**src/rtl/ptlb_pkg.sv**
```systemverilog
package ptlb_pkg;
  typedef enum logic [1:0] {
    TLB_HIT      = 2'd0,
    TLB_MISS     = 2'd1,
    TLB_INVALID  = 2'd2,
    TLB_MODIFIED = 2'd3
  } tlbStatus_e;

  // strobes from control to datapath
  typedef struct packed {
    logic capture;  // load result registers this edge
    logic grant;    // translation allowed, expose address
  } tlbStrobe_t;
endpackage

```
**src/rtl/ptlb_datapath.sv**
```systemverilog
module ptlb_datapath
  import ptlb_pkg::*;
#(
  parameter int ENTRIES = 16,
  parameter int ADDR_W  = 32,
  parameter int ASID_W  = 8,
  parameter int MASK_W  = 16,
  parameter int MIN_OFF = 13,
  localparam int IDX_W  = $clog2(ENTRIES),
  localparam int HIGH_W = ADDR_W - MIN_OFF - MASK_W
) (
  input  logic                clk,
  input  logic                rstN,
  input  logic                wrEn,
  input  logic [IDX_W-1:0]    wrIdx,
  input  logic [ADDR_W-1:0]   wrVpn,
  input  logic [ASID_W-1:0]   wrAsid,
  input  logic                wrGlobal,
  input  logic [MASK_W-1:0]   wrMask,
  input  logic [ADDR_W-1:0]   wrFrame0,
  input  logic [ADDR_W-1:0]   wrFrame1,
  input  logic                wrValid0,
  input  logic                wrValid1,
  input  logic                wrDirty0,
  input  logic                wrDirty1,
  input  logic [ADDR_W-1:0]   lkAddr,
  input  logic [ASID_W-1:0]   lkAsid,
  input  tlbStrobe_t          ctl,
  input  logic [IDX_W-1:0]    selIdx,
  output logic [ENTRIES-1:0]  matchVec,
  output logic [ENTRIES-1:0]  halfValid,
  output logic [ENTRIES-1:0]  halfDirty,
  output logic [ADDR_W-1:0]   paddrQ
);
  logic [ADDR_W-1:0] vpnQ    [ENTRIES];
  logic [ASID_W-1:0] asidQ   [ENTRIES];
  logic [MASK_W-1:0] maskQ   [ENTRIES];
  logic [ADDR_W-1:0] frame0Q [ENTRIES];
  logic [ADDR_W-1:0] frame1Q [ENTRIES];
  logic [ENTRIES-1:0] globalQ, valid0Q, valid1Q, dirty0Q, dirty1Q;
  logic [ADDR_W-1:0] physCand [ENTRIES];

  always_ff @(posedge clk or negedge rstN) begin
    if (!rstN) begin
      for (int i = 0; i < ENTRIES; i++) begin
        vpnQ[i]    <= '0;
        asidQ[i]   <= '0;
        maskQ[i]   <= '0;
        frame0Q[i] <= '0;
        frame1Q[i] <= '0;
      end
      globalQ <= '0;
      valid0Q <= '0;
      valid1Q <= '0;
      dirty0Q <= '0;
      dirty1Q <= '0;
    end else if (wrEn) begin
      vpnQ[wrIdx]    <= wrVpn;
      asidQ[wrIdx]   <= wrAsid;
      maskQ[wrIdx]   <= wrMask;
      frame0Q[wrIdx] <= wrFrame0;
      frame1Q[wrIdx] <= wrFrame1;
      globalQ[wrIdx] <= wrGlobal;
      valid0Q[wrIdx] <= wrValid0;
      valid1Q[wrIdx] <= wrValid1;
      dirty0Q[wrIdx] <= wrDirty0;
      dirty1Q[wrIdx] <= wrDirty1;
    end
  end

  for (genvar g = 0; g < ENTRIES; g++) begin : gEntry
    logic [ADDR_W-1:0] effMask, halfMask, topBit;
    logic oddSel, tagEq, idEq;
    assign effMask  = {{HIGH_W{1'b0}}, maskQ[g], {MIN_OFF{1'b1}}};
    assign halfMask = effMask >> 1;
    assign topBit   = effMask & ~halfMask;
    assign oddSel   = |(lkAddr & topBit);
    assign tagEq    = (lkAddr & ~effMask) == (vpnQ[g] & ~effMask);
    assign idEq     = globalQ[g] || (asidQ[g] == lkAsid);
    assign matchVec[g]  = tagEq && idEq;
    assign halfValid[g] = oddSel ? valid1Q[g] : valid0Q[g];
    assign halfDirty[g] = oddSel ? dirty1Q[g] : dirty0Q[g];
    assign physCand[g]  = (oddSel ? frame1Q[g] : frame0Q[g]) | (lkAddr & halfMask);
  end

  always_ff @(posedge clk or negedge rstN) begin
    if (!rstN) paddrQ <= '0;
    else if (ctl.capture) paddrQ <= ctl.grant ? physCand[selIdx] : '0;
  end
endmodule

```
**src/rtl/ptlb_control.sv**
```systemverilog
module ptlb_control
  import ptlb_pkg::*;
#(
  parameter int ENTRIES = 16,
  localparam int IDX_W  = $clog2(ENTRIES)
) (
  input  logic               clk,
  input  logic               rstN,
  input  logic               lkValid,
  input  logic               lkStore,
  input  logic [ENTRIES-1:0] matchVec,
  input  logic [ENTRIES-1:0] halfValid,
  input  logic [ENTRIES-1:0] halfDirty,
  output tlbStrobe_t         ctl,
  output logic [IDX_W-1:0]   selIdx,
  output logic               rspValidQ,
  output tlbStatus_e         statusQ,
  output logic               readQ,
  output logic               writeQ,
  output logic               multiQ,
  output logic [IDX_W-1:0]   idxQ
);
  logic anyHit, multiHit, selValid, selDirty, grant;
  tlbStatus_e nextStatus;

  // lowest index wins: scan downward so the last assignment is the lowest
  always_comb begin
    selIdx = '0;
    anyHit = 1'b0;
    for (int i = ENTRIES - 1; i >= 0; i--) begin
      if (matchVec[i]) begin
        selIdx = IDX_W'(i);
        anyHit = 1'b1;
      end
    end
  end

  assign multiHit = $countones(matchVec) > 1;
  assign selValid = halfValid[selIdx];
  assign selDirty = halfDirty[selIdx];

  always_comb begin
    if (!anyHit)                   nextStatus = TLB_MISS;
    else if (!selValid)            nextStatus = TLB_INVALID;
    else if (lkStore && !selDirty) nextStatus = TLB_MODIFIED;
    else                           nextStatus = TLB_HIT;
  end

  assign grant       = (nextStatus == TLB_HIT);
  assign ctl.capture = lkValid;
  assign ctl.grant   = grant;

  always_ff @(posedge clk or negedge rstN) begin
    if (!rstN) begin
      rspValidQ <= 1'b0;
      statusQ   <= TLB_MISS;
      readQ     <= 1'b0;
      writeQ    <= 1'b0;
      multiQ    <= 1'b0;
      idxQ      <= '0;
    end else begin
      rspValidQ <= lkValid;
      if (lkValid) begin
        statusQ <= nextStatus;
        readQ   <= grant;
        writeQ  <= grant && selDirty;
        multiQ  <= multiHit;
        idxQ    <= anyHit ? selIdx : '0;
      end
    end
  end
endmodule

```
**src/rtl/paired_tlb.sv**
```systemverilog
module paired_tlb
  import ptlb_pkg::*;
#(
  parameter int ENTRIES = 16,
  parameter int ADDR_W  = 32,
  parameter int ASID_W  = 8,
  parameter int MASK_W  = 16,
  parameter int MIN_OFF = 13,
  localparam int IDX_W  = $clog2(ENTRIES)
) (
  input  logic              clk,
  input  logic              rstN,
  input  logic              wrEn,
  input  logic [IDX_W-1:0]  wrIdx,
  input  logic [ADDR_W-1:0] wrVpn,
  input  logic [ASID_W-1:0] wrAsid,
  input  logic              wrGlobal,
  input  logic [MASK_W-1:0] wrMask,
  input  logic [ADDR_W-1:0] wrFrame0,
  input  logic [ADDR_W-1:0] wrFrame1,
  input  logic              wrValid0,
  input  logic              wrValid1,
  input  logic              wrDirty0,
  input  logic              wrDirty1,
  input  logic              lkValid,
  input  logic [ADDR_W-1:0] lkAddr,
  input  logic [ASID_W-1:0] lkAsid,
  input  logic              lkStore,
  output logic              rspValid,
  output logic [1:0]        rspStatus,
  output logic [ADDR_W-1:0] rspPaddr,
  output logic              rspRead,
  output logic              rspWrite,
  output logic              rspMultiHit,
  output logic [IDX_W-1:0]  rspIndex
);
  tlbStrobe_t         ctl;
  tlbStatus_e         statusQ;
  logic [IDX_W-1:0]   selIdx;
  logic [ENTRIES-1:0] matchVec, halfValid, halfDirty;

  ptlb_datapath #(
    .ENTRIES(ENTRIES), .ADDR_W(ADDR_W), .ASID_W(ASID_W),
    .MASK_W(MASK_W), .MIN_OFF(MIN_OFF)
  ) uDatapath (
    .clk, .rstN, .wrEn, .wrIdx, .wrVpn, .wrAsid, .wrGlobal, .wrMask,
    .wrFrame0, .wrFrame1, .wrValid0, .wrValid1, .wrDirty0, .wrDirty1,
    .lkAddr, .lkAsid, .ctl, .selIdx, .matchVec, .halfValid, .halfDirty,
    .paddrQ(rspPaddr)
  );

  ptlb_control #(.ENTRIES(ENTRIES)) uControl (
    .clk, .rstN, .lkValid, .lkStore, .matchVec, .halfValid, .halfDirty,
    .ctl, .selIdx, .rspValidQ(rspValid), .statusQ, .readQ(rspRead),
    .writeQ(rspWrite), .multiQ(rspMultiHit), .idxQ(rspIndex)
  );

  assign rspStatus = statusQ;
endmodule

```
**config.mk**
```make
export PLATFORM = sky130hd
export DESIGN_NAME = paired_tlb
export DESIGN_NICKNAME = d
export VERILOG_FILES = /design/src/rtl/ptlb_pkg.sv /design/src/rtl/ptlb_datapath.sv /design/src/rtl/ptlb_control.sv /design/src/rtl/paired_tlb.sv
export SDC_FILE = /design/constraint.sdc
export NUM_CORES = 2
export LEC_CHECK = 0
export BUFFER_PORTS_ARGS = -buffer_cell sky130_fd_sc_hd__buf_2
export CAP_MARGIN = 15
export CORE_MARGIN = 1.5
export CORE_UTILIZATION = 48
export CTS_CLUSTER_DIAMETER = 30
export DETAILED_ROUTE_END_ITERATION = 8
export SLEW_MARGIN = 20
export SYNTH_ARGS = -nofsm -noshare
export SYNTH_HDL_FRONTEND = slang
export SYNTH_SLANG_ARGS = --single-unit
```
**constraint.sdc**
```tcl
create_clock -name clk -period 7.79 [get_ports clk]
set_input_delay 0.779 -clock clk [delete_from_list [all_inputs] [get_ports clk]]
set_output_delay 0.779 -clock clk [all_outputs]
set_load 0.03 [all_outputs]
```
; Word level (Yosys, flattened, before mapping)
; Cells that the tools add are included.
[word_totals]
n_memories = 0
rom_bits = 0
input_bits = 174
mem_bits_rw = 0
register_bits = 2042
output_inout_bits = 42
latch_bits = 0
[op_classes]
eq_ne = 32
n_mul = 0
addsub = 15
n_lt_le_gt_ge = 7
shift = 0
n_mux = 110
reduce_logical = 54
bitwise_logic = 130
div_mod_pow = 0
[ops]
columns = op, count
row1 = 32-bit AND, 48
row2 = 512-bit bitwise mux, 3
row3 = 32-bit two-way mux, 20
row4 = 29-bit by 32-bit AND with 32-bit output, 16
row5 = 32-bit by 28-bit AND with 32-bit output, 16
row6 = 32-bit equality test, 16
row7 = 28-bit NOT with 32-bit output, 16
row8 = 29-bit NOT with 32-bit output, 16
row9 = 32-bit bitwise OR, 16
row10 = 32-bit OR reduction, 16
row11 = 256-bit bitwise mux, 1
row12 = 32-bit adder, 7
row13 = 32-bit binary-select mux with 4-bit select, 1
row14 = 128-bit bitwise mux, 1
row15 = 32-bit demux with 4-bit select, 1
row16 = 8-bit equality test, 16
row17 = 16-bit bitwise mux, 5
row18 = 4-bit two-way mux, 17
row19 = 16-bit demux with 4-bit select, 1
row20 = 1-bit two-way mux, 51
row21 = 8-bit demux with 4-bit select, 1
row22 = "32-bit by 2-bit greater-than comparator with 1-bit output, second input constant", 1
row23 = 1-bit logical AND, 20
row24 = 1-bit by 1-bit adder with 2-bit output, 8
row25 = 13 further kinds, 34

; Depth between registers and ports, before layout
[logic_depth]
word_depth = 29
mapped_depth = 25
mapped_depth_nobuf = 22

; Hierarchy
; From an unflattened synthesis, not the netlist that was laid out.
[unflattened]
hier_cells = 6967
hier_area_um2 = 88125.8
[modules_own_cells]
columns = mod, n_inst, area_each_um2, cells_per_inst
row1 = ptlb_datapath, 1, 86487.9, 6790
row2 = ptlb_control, 1, 1637.8, 177

; Worst setup path before layout
; OpenSTA, ideal clock, no wires.
[synth_timing]
path_kind = input to register
startpoint = input port lkAddr[26]
endpoint = register uControl.multiQ
slack_ns = 1.825
path_buffers = 4
arrival_ns = 5.827
setup_time_ns = 0.139
t_required_ns = 7.651
cell_stages = 23
path_cell_list = buf_2 -> buf_2 -> clkbuf_1 -> clkbuf_1 -> xnor2_1 -> o22ai_1 -> nor2_1 -> nand3_1 -> or3b_2 -> ha_1 -> inv_1 -> fa_1 -> fa_1 -> inv_1 -> fa_1 -> fa_1 -> ha_1 -> inv_1 -> fa_1 -> inv_1 -> nand3_1 -> o21ai_0 -> a41oi_1
[synth_via]
elab_chain_cells = 8
word_cells_on_any_way = 64
classes_between = add/sub: 15 / order compare: 1 / eq/ne: 16 / bitwise: 16 / reduce/logical: 16
[synth_lines]
columns = item, line
row1 = start: declaration, paired_tlb.sv:26  ; input logic [ADDR_W-1:0] lkAddr,
row2 = 32-bit AND, ptlb_datapath.sv:78  ; assign tagEq = (lkAddr & ~effMask) == (vpnQ[g] & ~effMask);
row3 = 32-bit equality test, ptlb_datapath.sv:78
row4 = 1-bit logical AND, ptlb_datapath.sv:80  ; assign matchVec[g] = tagEq && idEq;
row5 = 1-bit by 1-bit adder with 2-bit output (not written as such), ptlb_control.sv:38  ; assign multiHit = $countones(matchVec) > 1;
row6 = 32-bit adder (not written as such) (2 in a row), ptlb_control.sv:38
row7 = 32-bit adder (not written as such) (*), ptlb_control.sv:38
row8 = 32-bit by 2-bit greater-than comparator with 1-bit output (*), ptlb_control.sv:38
row9 = end signal: assignment, ptlb_control.sv:67  ; multiQ <= multiHit;
row10 = end: declaration, ptlb_control.sv:20  ; output logic multiQ,
; Mark *: on every way between the ends. The rest lies on a longest branch, timed or not.
; A chain may end at the register's enable or synchronous reset.

; Worst setup path after layout
[layout_timing]
startpoint = input port lkAddr[19]
endpoint = register uDatapath.paddrQ[14]
[layout_via]
elab_chain_cells = 28
word_cells_on_any_way = 191
classes_between = eq/ne: 16 / mux: 91 / bitwise: 49 / reduce/logical: 35
[layout_lines]
columns = item, line
row1 = 32-bit AND, ptlb_datapath.sv:78
row2 = 32-bit equality test, ptlb_datapath.sv:78
row3 = 1-bit logical AND, ptlb_datapath.sv:80
row4 = 4-bit two-way mux (16 in a row), ptlb_control.sv:31  ; if (matchVec[i]) begin
row5 = 1-bit binary-select mux with 4-bit select, ptlb_control.sv:40  ; assign selDirty = halfDirty[selIdx];
row6 = 1-bit two-way mux (not written as such), ptlb_control.sv:40
row7 = 1-bit logical NOT, ptlb_control.sv:45  ; else if (lkStore && !selDirty) nextStatus = TLB_MODIFIED;
row8 = 1-bit logical AND, ptlb_control.sv:45
row9 = 2-bit two-way mux, ptlb_control.sv:45
row10 = 2-bit two-way mux, ptlb_control.sv:44  ; else if (!selValid) nextStatus = TLB_INVALID;
row11 = 2-bit two-way mux, ptlb_control.sv:43  ; if (!anyHit) nextStatus = TLB_MISS;
row12 = 2-bit logical NOT, ptlb_control.sv:49  ; assign grant = (nextStatus == TLB_HIT);
row13 = 32-bit two-way mux (*), ptlb_datapath.sv:88  ; else if (ctl.capture) paddrQ <= ctl.grant ? physCand[selIdx] : '0;
row14 = end signal: assignment, ptlb_datapath.sv:88
row15 = end: declaration, ptlb_datapath.sv:33  ; output logic [ADDR_W-1:0] paddrQ
; Mark *: on every way between the ends. The rest lies on a longest branch, timed or not. The select of a mux whose other input is x is not followed.

==> metrics <==
mean post-synth cell area 12.6 µm²; Die Y 437 µm; FF+latch count, synth 1834; DR vias/cell 6.24; Syn Std Cell Area 0.0903 mm²; WL/cell 31.7 µm; nets@finish 7662; Hold Crit Class primary input to flip-flop; Final Hold Viols 0; vias in the first global route 65300; Slew HR 20.9%; CTS tree done; first-pass GRT wire length 471000 µm; Post-route DRC 0; synthesized instance count 7186; gr usage total 33.9%; CTS Buffer Depth 4; Slew Limit Fails 0; fin area 0.110 mm²; Root Buffer clkbuf_16; Core Footprint 0.187 mm²; Sink Count 1834; Cell Pwr Density 358 mW/mm²; Critical Path Sink Type flip-flop; number of CTS-inserted buffers 449; CP peak stage delay 0.82 ns; max frequency 177 MHz; critical path launch point type primary input; setup skew after layout 0.0655 ns; Die Area 0.191 mm²; Starting Density 48.2%; IO Pins 216; main flop type after synthesis dfrtp_1; final wirelength 327000 µm; chip width 437 µm; fraction of layout cells with a size suffix above 1 41.7%; final core occ 58.7%; Tmin final 5.65 ns; H-tree lvl count 5; status finished clean; GPL Wtd Cong 0.966; DR iter-0 viols 6266; antenna-violating nets left 0; post-synthesis async set-or-reset flop share 100%; WS Path Type primary input to flip-flop; initial antenna violation count 36; largest delay contributor family on the critical path simple AND/OR/NAND/NOR gates; Final setup viols 0; leakage power 49.6 nW; DP Area 0.0944 mm²; Layout area overhead 21.9%; commonest non-fill, non-tap cell in the layout mux2_2; gr ovfl total 0; DP Wirelength 209000 µm; commonest non-fill, non-tap cells in the layout 1992 x mux2_2, 1833 x dfrtp_1, 476 x mux2i_1, 455 x clkbuf_16, 452 x nand2_1; aggregate negative setup slack 0 ns; largest net degree at the start of global routing 174; crit path max fanout 28; Max Cap Violations 0; Final period util 72.6%; Seq/Total Area, Yosys 50.8%; CTS clock-pin slew for the worst setup and hold paths 0.05 ns; RSZ-0062 raised after global routing false; Via Count 64500; Max stage delay cell, worst path nor4_1; PortBufs 202; clk_lat worst skew 0.98 ns; Critical Path AT 6.52 ns; Peak VDD IR 0.233 mV; DRT Pass-1 Iters 5; cells along the critical path buf_2, buf_4, xnor2_1, o22ai_1, nor4_1, nand4_1, and2_1, a21oi_1, nand2_2, buf_4, nand4_1, o31ai_1, nor4_1, a32oi_1, a32o_1; Worst Path Required 8.65 ns; Post-synth EDFFs 0; Worst-Margin Slew 1.19 ns; Unique masters post-synth 78; CP bufs+invs 3; Yosys warning total 0; Rows 159; syn_nets 7387
-- routing by layer --
| layer | GRT usage (%) | vias up | wire, µm |
|---|---|---|---|
| li1 | - | 26800 | - |
| met4 | 15.4 | 26 | 15700 |
| met5 | 0 | - | 168 |
| met3 | 7.93 | 677 | 27500 |
| met1 | 46.5 | 34200 | 138000 |
| met2 | 51.1 | 2820 | 146000 |
-- cell families (layout without fill, tap and decap cells) --
family                   Yosys count  in the layout  synth area share (%)
multiplexers                    2486           2486                  30.5
flip-flops                      1834           1834                  50.8
AND/OR/NAND/NOR                  956            956                  4.86
AO/OA/AOI/OAI                    804            804                  6.17
buffers and inverters            647           1284                  2.96
XOR/XNOR                         432            432                  4.19
adder cells (fa/ha/maj)           27             27                 0.466
other                              0             20                     0
-- cell usage after synthesis, types with 32 or more instances --
cell type | n | share of area [%]
buf_2 | 58 | 0.32
xor2_1 | 116 | 1.1
nor3_1 | 50 | 0.28
nand2_1 | 464 | 1.9
nand3_1 | 146 | 0.81
o221ai_1 | 33 | 0.32
a21oi_1 | 111 | 0.62
inv_1 | 46 | 0.19
dfrtp_1 | 1833 | 51
mux2_2 | 1992 | 25
o22ai_1 | 229 | 1.6
xnor2_1 | 316 | 3.1
mux2i_1 | 476 | 5.3
a211oi_1 | 55 | 0.46
nor4_1 | 91 | 0.63
clkbuf_1 | 466 | 1.9
o31ai_1 | 32 | 0.27
buf_1 | 46 | 0.19
o21ai_0 | 109 | 0.60
nor2_1 | 109 | 0.45
-- state kept, by name, indices dropped and copies added, names as in the netlist, 32 cells and up --
| signal | flops |
|---|---|
| uDatapath.frame0Q | 512 |
| uDatapath.frame1Q | 512 |
| uDatapath.asidQ | 128 |
| uDatapath.gEntry.effMask | 256 |
| uDatapath.vpnQ | 304 |
| uDatapath.paddrQ | 32 |
-- report_power, final --
part	switching [mW]	leakage (nW)	internal, mW	total [mW]
Combinational	3.31	19.4	3.43	6.74
Sequential	1.83	22.6	11.7	13.6
Clock	5.66	7.63	13.4	19.1
-- cell type report --
type	instances	area [µm²]
sequential	1834	45900
fill	15200	77300
timing repair buffer	424	3060
multi-input combinational	4705	42200
tap	2495	3120
clock inverter	218	2900
antenna	20	50.0
inverter	47	176
clock buffer	595	12700
-- worst register-to-register path: cells and delay by family, from the launching register on --
kind                       cells  cell delay, ns
AOI/OAI and AO/OA              3            0.41
xor gates and xnor gates       1            0.14
adders and majority gates      7            2.78
buffers and inverters          4            0.26
DFF                            1            0.38
and+or+nand+nor                4            1.38
-- per-stage QoR --
| step | cells | setup WS, ns | hold slack, ns | total power, mW |
|---|---|---|---|---|
| after floorplan | 7186 | 1.82 | 0.474 | 17.5 |
| after global placement | 9504 | 1.34 | 0.457 | 19.9 |
| after detailed placement | 9504 | 1.40 | 0.477 | 20.2 |
| after CTS | 10300 | 2.30 | 0.0378 | 39.4 |
| after global routing | 10300 | 1.99 | 0.0707 | 40.7 |
| final | 10300 | 2.14 | 0.104 | 39.4 |
-- worst paths after layout --
check / to / slack (ns) / startpoint / depth (start not counted)
max: uDatapath.paddrQ[14] / 2.14 / lkAddr[19] / 15
min: uControl.rspValidQ / 0.10 / lkValid / 1
max reg2reg: uControl.multiQ / 2.32 / uDatapath.asidQ[61] / 19
min reg2reg: uControl.readQ / 0.48 / uControl.readQ / 1
max in group asynchronous: uDatapath.frame0Q[378] / 5.34 / rstN / 4
min in group asynchronous: uDatapath.frame0Q[266] / 0.33 / rstN / 2
-- repair_timing --
action                                 in CTS  in global routing
setup buffers                               0                  0
resized for setup                           0                  0
endpoints found under the hold margin     108                  0
hold buffers                                1                  0
(Power assumes the default switching activity.)
